[src/rtl/wbuf_pkg.sv]
package wbuf_pkg;

  // Fill-mark test used by the gate; kept as a function so the rule reads in one place.
  function automatic logic tide_met(int unsigned occ, int unsigned mark);
    return occ >= mark;
  endfunction

  // Circular pointer advance for any depth, not only powers of two.
  function automatic int unsigned wrap_inc(int unsigned ptr, int unsigned depth);
    return (ptr + 1 == depth) ? 0 : ptr + 1;
  endfunction

  // Occupancy after one cycle of push and/or pop.
  function automatic int unsigned occ_next(int unsigned occ, logic push, logic pop);
    case ({push, pop})
      2'b10:   return occ + 1;
      2'b01:   return occ - 1;
      default: return occ;
    endcase
  endfunction

endpackage

[src/rtl/wbuf_store.sv]
module wbuf_store
  import wbuf_pkg::*;
#(
  parameter int unsigned W     = 37,
  parameter int unsigned DEPTH = 8,
  localparam int unsigned PTR_W = (DEPTH > 1) ? $clog2(DEPTH) : 1,
  localparam int unsigned CNT_W = $clog2(DEPTH + 1)
) (
  input  logic             clk,
  input  logic             rst_n,
  input  logic             push,
  input  logic [W-1:0]     wr_beat,
  input  logic             pop,
  output logic [W-1:0]     rd_beat,
  output logic [CNT_W-1:0] count,
  output logic             full,
  output logic             empty
);

  logic [W-1:0]     mem [DEPTH];
  logic [PTR_W-1:0] wr_ptr, rd_ptr;

  always_ff @(posedge clk) begin
    if (push) mem[wr_ptr] <= wr_beat;
  end

  always_ff @(posedge clk or negedge rst_n) begin
    if (!rst_n) begin
      wr_ptr <= '0;
      rd_ptr <= '0;
      count  <= '0;
    end else begin
      if (push) wr_ptr <= PTR_W'(wrap_inc(32'(wr_ptr), DEPTH));
      if (pop)  rd_ptr <= PTR_W'(wrap_inc(32'(rd_ptr), DEPTH));
      count <= CNT_W'(occ_next(32'(count), push, pop));
    end
  end

  assign rd_beat = mem[rd_ptr];
  assign full    = (count == CNT_W'(DEPTH));
  assign empty   = (count == '0);

  assert_no_overflow_R2: assert property (@(posedge clk) disable iff (!rst_n)
    push |-> !full);
  assert_no_underflow_R2: assert property (@(posedge clk) disable iff (!rst_n)
    pop |-> !empty);
  assert_occ_hold_R8: assert property (@(posedge clk) disable iff (!rst_n)
    (push && pop) |=> count == $past(count));
  assert_occ_step_R2: assert property (@(posedge clk) disable iff (!rst_n)
    (push && !pop) |=> count == $past(count) + 1'b1);

endmodule

[src/rtl/wbuf_gate.sv]
module wbuf_gate
  import wbuf_pkg::*;
#(
  parameter int unsigned DEPTH = 8,
  parameter int unsigned MARK  = 4,
  localparam int unsigned CNT_W = $clog2(DEPTH + 1)
) (
  input  logic             clk,
  input  logic             rst_n,
  input  logic             push,
  input  logic             push_last,
  input  logic             pop,
  input  logic             pop_last,
  input  logic [CNT_W-1:0] count,
  output logic             drain_en
);

  logic             open_q;
  logic [CNT_W-1:0] last_cnt;
  logic             tide_hit;
  logic             tail_held;
  logic             burst_done;

  assign tide_hit   = tide_met(32'(count), MARK);
  assign tail_held  = (last_cnt != '0);
  assign burst_done = pop && pop_last;
  assign drain_en   = open_q || tide_hit || tail_held;

  always_ff @(posedge clk or negedge rst_n) begin
    if (!rst_n) begin
      open_q   <= 1'b0;
      last_cnt <= '0;
    end else begin
      last_cnt <= CNT_W'(occ_next(32'(last_cnt), push && push_last, burst_done));
      if (burst_done)                open_q <= 1'b0;
      else if (tide_hit || tail_held) open_q <= 1'b1;
    end
  end

  assert_gate_close_R6: assert property (@(posedge clk) disable iff (!rst_n)
    burst_done |=> !open_q);
  assert_last_opens_R4: assert property (@(posedge clk) disable iff (!rst_n)
    (push && push_last) |=> drain_en);
  assert_tail_bound_R7: assert property (@(posedge clk) disable iff (!rst_n)
    last_cnt <= count);

endmodule

[src/rtl/wbuf_tidemark.sv]
module wbuf_tidemark
  import wbuf_pkg::*;
#(
  parameter int unsigned DATA_W = 32,
  parameter int unsigned DEPTH  = 8,
  parameter int unsigned MARK   = 4,
  localparam int unsigned STRB_W = DATA_W / 8,
  localparam int unsigned BEAT_W = DATA_W + STRB_W + 1,
  localparam int unsigned CNT_W  = $clog2(DEPTH + 1)
) (
  input  logic              clk,
  input  logic              rst_n,
  input  logic              s_valid,
  output logic              s_ready,
  input  logic [DATA_W-1:0] s_data,
  input  logic [STRB_W-1:0] s_strb,
  input  logic              s_last,
  output logic              m_valid,
  input  logic              m_ready,
  output logic [DATA_W-1:0] m_data,
  output logic [STRB_W-1:0] m_strb,
  output logic              m_last
);

  if (MARK < 1 || MARK > DEPTH) begin : g_bad_mark
    $error("fill mark must lie between 1 and DEPTH");
  end

  logic              push, pop, full, empty, drain_en;
  logic [CNT_W-1:0]  occ;
  logic [BEAT_W-1:0] in_beat, out_beat;

  assign in_beat = {s_data, s_strb, s_last};
  assign {m_data, m_strb, m_last} = out_beat;

  assign s_ready = !full;
  assign m_valid = !empty && drain_en;
  assign push    = s_valid && s_ready;
  assign pop     = m_valid && m_ready;

  wbuf_store #(.W(BEAT_W), .DEPTH(DEPTH)) u_store (
    .clk(clk), .rst_n(rst_n),
    .push(push), .wr_beat(in_beat),
    .pop(pop), .rd_beat(out_beat),
    .count(occ), .full(full), .empty(empty)
  );

  wbuf_gate #(.DEPTH(DEPTH), .MARK(MARK)) u_gate (
    .clk(clk), .rst_n(rst_n),
    .push(push), .push_last(s_last),
    .pop(pop), .pop_last(m_last),
    .count(occ), .drain_en(drain_en)
  );

  assert_out_hold_R2: assert property (@(posedge clk) disable iff (!rst_n)
    (m_valid && !m_ready) |=> (m_valid && $stable({m_data, m_strb, m_last})));
  assert_empty_quiet_R3: assert property (@(posedge clk) disable iff (!rst_n)
    empty |-> !m_valid);

endmodule

[config.mk]
export PLATFORM = sky130hd
export DESIGN_NAME = wbuf_tidemark
export DESIGN_NICKNAME = d
export VERILOG_FILES = /design/src/rtl/wbuf_pkg.sv /design/src/rtl/wbuf_store.sv /design/src/rtl/wbuf_gate.sv /design/src/rtl/wbuf_tidemark.sv
export SDC_FILE = /design/constraint.sdc
export NUM_CORES = 1
export LEC_CHECK = 0
export BUFFER_PORTS_ARGS = -buffer_cell sky130_fd_sc_hd__buf_2
export CELL_PAD_IN_SITES_DETAIL_PLACEMENT = 1
export CELL_PAD_IN_SITES_GLOBAL_PLACEMENT = 1
export CORE_MARGIN = 5
export CORE_UTILIZATION = 53
export DETAILED_ROUTE_END_ITERATION = 10
export PLACE_DENSITY = 0.9
export SLEW_MARGIN = 20
export SYNTH_ARGS = -nofsm -noshare
export SYNTH_HDL_FRONTEND = slang
export SYNTH_SLANG_ARGS = --single-unit
[constraint.sdc]
create_clock -name clk -period 6.17 [get_ports clk]
set_input_delay 1.234 -clock clk [delete_from_list [all_inputs] [get_ports clk]]
set_output_delay 1.234 -clock clk [all_outputs]
set_load 0.02 [all_outputs]
==> results.md, run 1 <==
* Status: complete, no violations
* Sum Neg Setup Slack at 0 ns
* Vias/cell at 5.85
* Synth top area cells: edfxtp_1 (72%), mux4_1 (13%), mux2_2 (3.5%)
* Asr flop ratio synth at 4.82%
* First-pass iteration count of the detailed router at 4
* EDFF count, synth at 296
* Final Hold Viols at 0
* Setup Crit Path Kind: register to primary output
* Buf/Inv on CP at 2
* Cell Count Post-Placement at 914
* Ys Warns at 0
* Cell Rows at 55
* Cell Int Power at 4.66 mW
* Post-synthesis cell count at 531
* Clock power share at 26.6%
* Worst-skew pair later-pin latency at 0.57 ns
* Setup Viol. Count Final at 0
* Fin cells at 970
* Synth area leader: edfxtp_1
* Pwr dens at 483 mW/mm^2
* CTS tree: yes
* Htree depth at 1
* Largest net degree at the start of global routing at 77
* Die area at 0.0264 mm^2
* Post-CTS Setup Inserts at 0
* Post-Route WL at 25.4 mm
* DP HPWL at 14.6 mm
* WHS at 0.545 ns
* Synth Register Bits at 311
* Critical Path RT at 4.94 ns
* HP Class: register to register
* Final ANT Viol Nets at 0
* Worst Max-Slew Pin Slew at 1.10 ns
* Hold_buf cts at 0
* Average wire per standard cell at 26.2 um
* Sw Ratio at 31.5%
* Starting Density at 54.0%
* Fill count at 1883
* WP data arrival at 3.24 ns
* Vias in the first global route at 6350
* Fin nets at 684
* Mapped Area at 0.0123 mm^2
* Slew HR at 26.5%
* PnR worst setup slack at 1.70 ns
* Syn_area_per_cell at 23.2 um^2
* Gr ovfl total at 0
* Share of the synthesized area in the top cell type at 72.2%
* P&R area growth vs syn at 14.4%
* Tcrit/Tclk final at 72.4%
* Worst path cell trace: buf_4 -> mux4_1 -> mux2_2 -> buf_2
* Maxcap violations at 0
* DR iter-0 viols at 351
* Flop pwr share at 44.4%
* Sequential share of the synthesized area at 75.3%
* CTS clk-pin slew, worst paths at 0.06 ns
* Mapped Nets at 582
* Post_cts resized at 0
* Delay-heaviest family, CP: multiplexers
* Post-layout min period at 4.47 ns
* Max Slew Vio Count at 0
* Critical Path End Type: primary output
* Synth Flop Type: edfxtp_1
* Clock Skew at 0.0331 ns
* Unrepaired setup endpoints after global routing: no
* Leak Pwr at 4.83 nW
* Worst VDD drop at 292 uV
* Fmax achieved at 224 MHz
* Comb power frac at 29.0%
* Most common library cells after synthesis: edfxtp_1 (296), mux4_1 (59), mux2_2 (38)
* Top-count cell post-synth: edfxtp_1
* CP Launch Type: register
* Core Box Area at 0.0228 mm^2
* Number of distinct library cells after synthesis at 31
* CTS Buf Count at 30
* Clock buffer depth at 3
* DRC at 0
* Global-route wire length before repair at 39.0 mm
* Place WS at 2.21 ns
* Port bufs at 79
* GRT Util Overall at 19.6%
* Die Y at 162 um
* CP max FO at 43
* Slowest CP cell: dfrtp_4
* Vias at 5672
* IO Pins at 80
* Clk root buf: clkbuf_16
* Fraction of layout cells with a size suffix above 1 at 31.1%
* Peak per-stage delay on the critical path at 0.92 ns
* Net Switching at 2.15 mW
* Sink Count at 311
* Die width at 162 um
* GP Congestion at 0.697
* Initial antenna violation count at 4
[final timing paths]
check | cells past startpoint | slack (ns) | endpoint | start
setup / recovery | 4 | 1.70 | m_data[9] | u_store.rd_ptr[0]
hold / removal | 1 | 0.55 | u_gate.last_cnt[0] | u_gate.last_cnt[0]
setup reg to reg | 8 | 2.64 | u_gate.last_cnt[3] | u_store.rd_ptr[0]
hold reg to reg | 1 | 0.55 | u_gate.last_cnt[0] | u_gate.last_cnt[0]
max in group asynchronous | 1 | 5.27 | u_store.rd_ptr[0] | rst_n
min in group asynchronous | 1 | 0.61 | u_store.rd_ptr[1] | rst_n
[metrics by stage]
step	util, %	area, um^2	power, mW
4_1_cts	61.8	14100	6.88
2_1_floorplan	-	12300	4.39
5_1_grt	61.8	14100	7.13
3_5_place_dp	57.5	13100	5.04
6_report	61.8	14100	6.81
3_3_place_gp	57.5	13100	4.91
[registers in the layout (all words and copies together), names as in the netlist]
name             flops
u_store.wr_ptr       3
u_store.rd_ptr       3
u_gate.open_q        1
u_gate.last_cnt      4
u_store.mem        296
u_store.count        4
[cell usage in the layout, fill, tap and decap left out, types with 4 or more instances in the layout]
cell type,netlist,final
edfxtp_1,296,296
buf_2,8,79
mux4_1,59,59
mux2_2,38,38
clkbuf_16,0,30
mux4_2,15,15
buf_4,0,13
nand2_1,12,12
dfrtp_1,15,12
inv_1,11,11
ha_1,8,8
clkinv_1,0,7
clkinv_2,0,7
o21ai_0,6,6
xnor2_1,5,5
nor4_1,5,4
nand2b_1,4,4
nor3_2,0,4
bufinv_16,0,4
[power groups by stage]
stage,registers (mW),logic [mW],clock network [mW]
2_1_floorplan,2.80,1.59,0
3_3_place_gp,3.02,1.89,0
3_5_place_dp,3.07,1.97,0
4_1_cts,3.03,2.00,1.84
5_1_grt,3.06,2.11,1.96
6_report,3.02,1.97,1.81
[worst register-to-register path, delay by kind of cell, from the launching register on]
family	cells	cell delay [ns]
flip-flops	1	0.92
adder cells (fa/ha/maj)	2	0.62
AND/OR/NAND/NOR	1	0.19
multiplexers	2	1.01
AO/OA/AOI/OAI	3	0.67
[cells by family after synthesis]
logic type | Yosys count | synth area share [%]
flops | 311 | 75.3
xor+xnor | 8 | 0.569
compound gates | 11 | 0.569
mux | 114 | 19.0
fa+ha+maj | 10 | 1.14
simple gates | 43 | 1.88
buf+inv | 34 | 1.61
[layer usage]
layer,up-vias,wire length [um],global-route usage (%)
met5,-,33,0
met4,6,495,4.84
met3,40,1520,3.11
met2,201,13500,35.4
met1,2949,9850,25.0
li1,2476,-,-
[area by class of cell]
| class | instances | area (um^2) | area share, % |
|---|---|---|---|
| clock inverter | 22 | 221 | 1.57 |
| multi-input combinational | 186 | 2900 | 20.6 |
| antenna | 1 | 2.50 | 0.0178 |
| sequential | 311 | 9270 | 65.8 |
| tap | 313 | 392 | 2.78 |
| timing repair buffer | 92 | 493 | 3.50 |
| clock buffer | 33 | 762 | 5.41 |
| inverter | 12 | 45.0 | 0.320 |
No activity file was read; power rests on OpenSTA's default activity.
==> run 2: changes to the inputs <==
--- a/config.mk
+++ b/config.mk
@@ -5,13 +5,14 @@
 export SDC_FILE = /design/constraint.sdc
 export NUM_CORES = 1
 export LEC_CHECK = 0
+export ABC_AREA = 1
 export BUFFER_PORTS_ARGS = -buffer_cell sky130_fd_sc_hd__buf_2
 export CELL_PAD_IN_SITES_DETAIL_PLACEMENT = 1
 export CELL_PAD_IN_SITES_GLOBAL_PLACEMENT = 1
 export CORE_MARGIN = 5
-export CORE_UTILIZATION = 53
+export CORE_UTILIZATION = 45
 export DETAILED_ROUTE_END_ITERATION = 10
-export PLACE_DENSITY = 0.9
+export PLACE_DENSITY = 0.86
 export SLEW_MARGIN = 20
 export SYNTH_ARGS = -nofsm -noshare
 export SYNTH_HDL_FRONTEND = slang
==> constraint.sdc (replaced) <==
create_clock -name clk -period 4.09 [get_ports clk]
set_input_delay 0.818 -clock clk [delete_from_list [all_inputs] [get_ports clk]]
set_output_delay 0.818 -clock clk [all_outputs]
set_load 0.02 [all_outputs]
==> run 2 against run 1 <==
Via count grew 39%. Total power grew 65%. Critical endpoint is now m_data[0]. Worst hold slack lost 0.33 ns. Largest cell class unchanged. Critical path type unchanged. Wire length grew 22%. Design area grew 1.1%. Sequential power grew 39%. Clock skew shrank 0.021 ns. Critical path depth grew 3.
==> results.md, run 2 <==
* Status: complete, no violations
* Post-route cell area at 0.0142 mm^2
* Post-Route WL at 31.0 mm
* Vias/cell at 5.66
* Asr flop ratio synth at 4.82%
* WHS at 0.218 ns
* Final Hold Viols at 0
* Ys Warns at 0
* HP Class: primary input to async pin
* IO Pins at 80
* Pwr dens at 791 mW/mm^2
* Synth top area cells: edfxtp_1 (72%), nor2_1 (4.5%), nand2_1 (4.5%)
* Place WS at 1.17 ns
* Fraction of layout cells with a size suffix above 1 at 16.5%
* Largest Register: u_store.mem
* Post-CTS Setup Inserts at 0
* CP max FO at 58
* Sum Neg Setup Slack at 0 ns
* Worst-skew pair later-pin latency at 0.51 ns
* Max Slew Vio Count at 0
* Final Power at 11.3 mW
* Setup Viol. Count Final at 0
* Average wire per standard cell at 22.2 um
* GP Congestion at 0.746
* Unrepaired setup endpoints after global routing: no
* PnR worst setup slack at 0.685 ns
* Critical Path End Type: primary output
* WP data arrival at 2.59 ns
* Clk root buf: clkbuf_16
* Vias in the first global route at 8641
* Fill count at 2728
* Hold_buf cts at 0
* Most common library cells after synthesis: edfxtp_1 (296), nor2_1 (148), nand2_1 (147)
* Die width at 176 um
* Initial antenna violation count at 3
* Register area at 0.00927 mm^2
* Sequential share of the synthesized area at 74.7%
* CTS Buf Count at 35
* Core Box Area at 0.0270 mm^2
* EDFF count, synth at 296
* Htree depth at 2
* Starting Density at 45.9%
* CTS tree: yes
* Worst Max-Slew Pin Slew at 0.946 ns
* DP HPWL at 17.2 mm
* Worst VDD drop at 543 uV
* Area of the multi-input gates at 0.00277 mm^2
* CTS clk-pin slew, worst paths at 0.06 ns
* Number of distinct library cells after synthesis at 29
* Max reg flops at 296
* Leak Pwr at 5.03 nW
* Fin nets at 1079
* P&R area growth vs syn at 14.8%
* GRT Util Overall at 19.8%
* Setup Crit Path Kind: register to primary output
* Global-route wire length before repair at 47.9 mm
* Top-count cell post-synth: edfxtp_1
* Largest net degree at the start of global routing at 151
* First-pass iteration count of the detailed router at 5
* DRC at 0
* Clock Skew at 0.0117 ns
* Maxcap violations at 0
* Share of the synthesized area in the top cell type at 71.7%
* Synth Flop Type: edfxtp_1
* CP Launch Point: u_store.rd_ptr[0]
* Reg2reg start: u_store.rd_ptr[1]
* Cell Rows at 60
* CP Launch Type: register
* Placed instance area at 0.0131 mm^2
* Largest registers: u_store.mem x296, u_gate.last_cnt x4, u_store.count x4
* Mapped Area at 0.0124 mm^2
* Syn_area_per_cell at 13.1 um^2
* Tcrit/Tclk final at 83.3%
* Die area at 0.0310 mm^2
* Port bufs at 79
* Synth area leader: edfxtp_1
* Vias at 7898
* Die Y at 176 um
* Gr ovfl total at 0
* Clock buffer depth at 3
* Post_cts resized at 0
* Slew HR at 36.8%
* Mapped Nets at 999
* Critical Path RT at 3.27 ns
* Sink Count at 311
* Post-synthesis cell count at 948
* Commonest cells after routing, fill and taps aside: edfxtp_1 (296), nand2_1 (147), nor2_1 (140)
* Synth Register Bits at 311
* Most common cell after layout, fill and taps aside: edfxtp_1
* Fmax achieved at 294 MHz
* DR iter-0 viols at 553
* Final ANT Viol Nets at 0
* Post-layout min period at 3.41 ns
[run 2: path summary, 6_finish.rpt]
path / to / slack, ns / cells past startpoint
setup reg to reg: u_gate.last_cnt[3] / 1.36 / 11
setup / recovery: m_data[0] / 0.68 / 7
hold reg to reg: u_gate.last_cnt[2] / 0.51 / 2
min in group clk: u_gate.last_cnt[2] / 0.51 / 2
hold / removal: u_store.wr_ptr[0] / 0.22 / 1
max in group asynchronous: u_store.rd_ptr[0] / 3.57 / 1
[run 2: worst max-delay path: stages, from the launching register on]
cell and delay, ns:
dfrtp_4 0.50, inv_4 0.49, buf_4 0.39, nor2_1 0.09, o22ai_1 0.23, nand2_1 0.10
nand2_1 0.08, buf_2 0.16
[run 2: cells by family (layout without fill, tap and decap cells)]
group / Yosys count / count (layout) / share of synthesized area (%)
fa+ha+maj: 10 / 10 / 1.13
simple gates: 318 / 318 / 10.1
xor+xnor: 10 / 10 / 0.707
compound gates: 227 / 227 / 9.89
other cells: 0 / 1 / 0
flops: 311 / 311 / 74.7
buf+inv: 72 / 177 / 3.43
[run 2: through the flow]
stage	util (%)	cells
2_1_floorplan	-	948
3_3_place_gp	48.5	1332
3_5_place_dp	48.5	1332
4_1_cts	52.7	1394
5_1_grt	52.7	1394
6_report	52.7	1395
[run 2: final cells by class]
type	instances	area share (%)
Sequential cell	311	65.1
Multi-Input combinational cell	565	19.4
Clock buffer	46	6.81
Timing Repair Buffer	98	4.04
Tap cell	341	3.00
Clock inverter	16	1.10
Inverter	17	0.466
Antenna cell	1	0.0176
[run 2: power breakdown]
| group | internal, mW | switching (mW) | leakage (nW) | total, mW |
|---|---|---|---|---|
| Sequential | 4.03 | 0.167 | 2.86 | 4.20 |
| Clock | 1.86 | 1.21 | 0.545 | 3.07 |
| Combinational | 1.15 | 2.84 | 1.62 | 3.99 |
| Total | 7.04 | 4.22 | 5.03 | 11.3 |
[run 2: per-layer routing]
layer | up-vias | share of wire [%] | GRT usage [%] | routed length [um]
met5 | - | 0.11 | 0 | 34
met2 | 214 | 52 | 35.5 | 16100
met4 | 6 | 1.7 | 4.97 | 526
li1 | 3600 | - | - | -
met3 | 53 | 5.4 | 3.77 | 1660
met1 | 4025 | 41 | 24.9 | 12700
==> run 3: changes to the inputs <==
==> constraint.sdc (replaced) <==
create_clock -name clk -period 3.1 [get_ports clk]
set_input_delay 0.62 -clock clk [delete_from_list [all_inputs] [get_ports clk]]
set_output_delay 0.62 -clock clk [all_outputs]
set_load 0.02 [all_outputs]
==> run 3 against run 2 <==
Worst hold slack worse by 0.18 ns. Flip-flop and latch count did not move. Highest routed layer unchanged. First-iteration DRC count up 24%. Combinational power rose by 39%. Clock skew increased by 0.016 ns. Critical endpoint is now m_data[19]. Core utilization rose by 0.38 points.
==> results.md, run 3 (synthesis gave the netlist of run 2 again) <==
* Final ANT Viol Nets at 0
* Vias in the first global route at 8892
* Post-Route WL at 33.3 mm
* Largest Register: u_store.mem
* CP max FO at 68
* P&R area growth vs syn at 15.7%
* Starting Density at 45.9%
* Die area at 0.0310 mm^2
* Sum Neg Setup Slack at 0 ns
* CP Launch Type: register
* Gr ovfl total at 0
* Clock buffer depth at 3
* Most common cell after layout, fill and taps aside: edfxtp_1
* Worst VDD drop at 487 uV
* Fraction of layout cells with a size suffix above 1 at 16.8%
* Slew HR at 66.0%
* Vias/cell at 5.76
* Grt met3 use at 3.70%
* Die width at 176 um
* Die Y at 176 um
* Commonest cells after routing, fill and taps aside: edfxtp_1 (296), nand2_1 (147), nor2_1 (140)
* DRC at 0
* Average wire per standard cell at 23.8 um
* GRT Util Overall at 21.3%
* Pwr dens at 1060 mW/mm^2
* Setup Viol. Count Final at 0
* WP data arrival at 2.37 ns
* CTS clk-pin slew, worst paths at 0.06 ns
* Max Slew Vio Count at 0
* Cell Count Post-Placement at 1338
* CP Launch Point: u_store.rd_ptr[0]
* Sink Count at 311
* Vias at 8038
* Worst-skew pair later-pin latency at 0.53 ns
* Fin nets at 1085
* Reg2reg start: u_store.rd_ptr[0]
* Fill count at 2739
* Layer with the highest usage: met2
* Global-route wire length before repair at 50.9 mm
* Post-layout min period at 2.99 ns
* IO Pins at 80
* DP HPWL at 18.5 mm
* CTS tree: yes
* Hold_buf cts at 0
* Ant. Diodes at 0
* Grt met2 use at 38.4%
* Leak Pwr at 5.07 nW
* Tcrit/Tclk final at 96.3%
* Critical Path RT at 2.48 ns
* GP Congestion at 0.721
* First-pass iteration count of the detailed router at 5
* Worst Max-Slew Pin Slew at 0.509 ns
* Status: complete, no violations
* Fin cells at 1395
* Htree depth at 2
* Maxcap violations at 0
* DR iter-0 viols at 688
* Critical Path End Type: primary output
* CTS Buf Count at 34
* Setup Crit Path Kind: register to primary output
* Max reg flops at 296
* Port bufs at 79
* Clock Skew at 0.0280 ns
* Unrepaired setup endpoints after global routing: no
* HP Class: primary input to async pin
* Largest registers: u_store.mem x296, u_gate.last_cnt x4, u_store.count x4
* Initial antenna violation count at 2
* Fmax achieved at 335 MHz
* Clk root buf: clkbuf_16
* Met1 Track Usage GR at 25.8%
* Cell Rows at 60
* Final Hold Viols at 0
* Largest net degree at the start of global routing at 76
* Core Box Area at 0.0270 mm^2
==> run 3: cell count changes in the layout (fill, tap and decap cells not counted), moves of 2 or more <==
cell and change:
clkinv_8 +2, buf_6 +5, buf_12 +3, clkbuf_16 -2
clkinvlp_4 -2, clkinv_2 -2, buf_4 -3, clkinv_1 -2
==> run 3: critical path, cell delays in order (launching register included) <==
cell and delay [ns]:
dfrtp_4 0.62, inv_6 0.18, buf_16 0.30, o21ai_0 0.15
o22ai_1 0.17, nand2_1 0.09, nand2_1 0.13, buf_2 0.18
==> run 3: power by group <==
group	internal (mW)	total (mW)	switching, mW	leakage, nW
combinational	1.64	5.53	3.89	1.68
clock	2.40	4.00	1.60	0.529
sequential	5.32	5.61	0.291	2.86
==> run 3: final timing paths <==
| check | slack (ns) | endpoint | cells past startpoint |
|---|---|---|---|
| min in group clk | 0.37 | u_store.mem[4][6] | 1 |
| hold reg to reg | 0.52 | u_gate.last_cnt[2] | 2 |
| max in group asynchronous | 2.76 | u_store.rd_ptr[0] | 1 |
| setup reg to reg | 0.56 | u_gate.last_cnt[2] | 10 |
| setup / recovery | 0.11 | m_data[19] | 7 |
| hold / removal | 0.03 | u_store.rd_ptr[0] | 1 |
==> run 3: metrics by stage <==
step | worst slack, ns | power [mW] | instance area (um^2) | utilization (%) | hold slack, ns
6_report | 0.115 | 15.1 | 14300 | 53.1 | 0.0330
5_1_grt | 0.0283 | 15.9 | 14300 | 53.1 | 0.0416
4_1_cts | 0.0148 | 15.2 | 14300 | 53.0 | 0.0268
3_5_place_dp | 0.529 | 11.1 | 13200 | 48.8 | 0.512
3_3_place_gp | 0.645 | 10.7 | 13200 | 48.8 | 0.496
2_1_floorplan | 0.0598 | 9.25 | 12400 | - | 0.324
==> run 3: final cells by class <==
| type | count | area (um^2) | share of cell area [%] |
|---|---|---|---|
| Inverter | 17 | 68.8 | 0.480 |
| Multi-Input combinational cell | 565 | 2770 | 19.3 |
| Timing Repair Buffer | 105 | 712 | 4.97 |
| Clock inverter | 13 | 186 | 1.30 |
| Clock buffer | 43 | 906 | 6.32 |
| Sequential cell | 311 | 9270 | 64.7 |
| Tap cell | 341 | 427 | 2.98 |
==> run 3: metal layers <==
metal / part of all wire, % / up-vias
met3: 4.9 / 82
met4: 3.0 / 4
met1: 39 / 4084
met2: 53 / 258
li1: - / 3610
met5: 0.081 / -
==> run 3: what timing repair did <==
action | in CTS | in global routing
gates resized for setup | 6 | 1
endpoints found under the hold margin | 0 | 0
pin swaps | 0 | 0
setup endpoints to repair | 8 | 21
setup buffers | 0 | 1
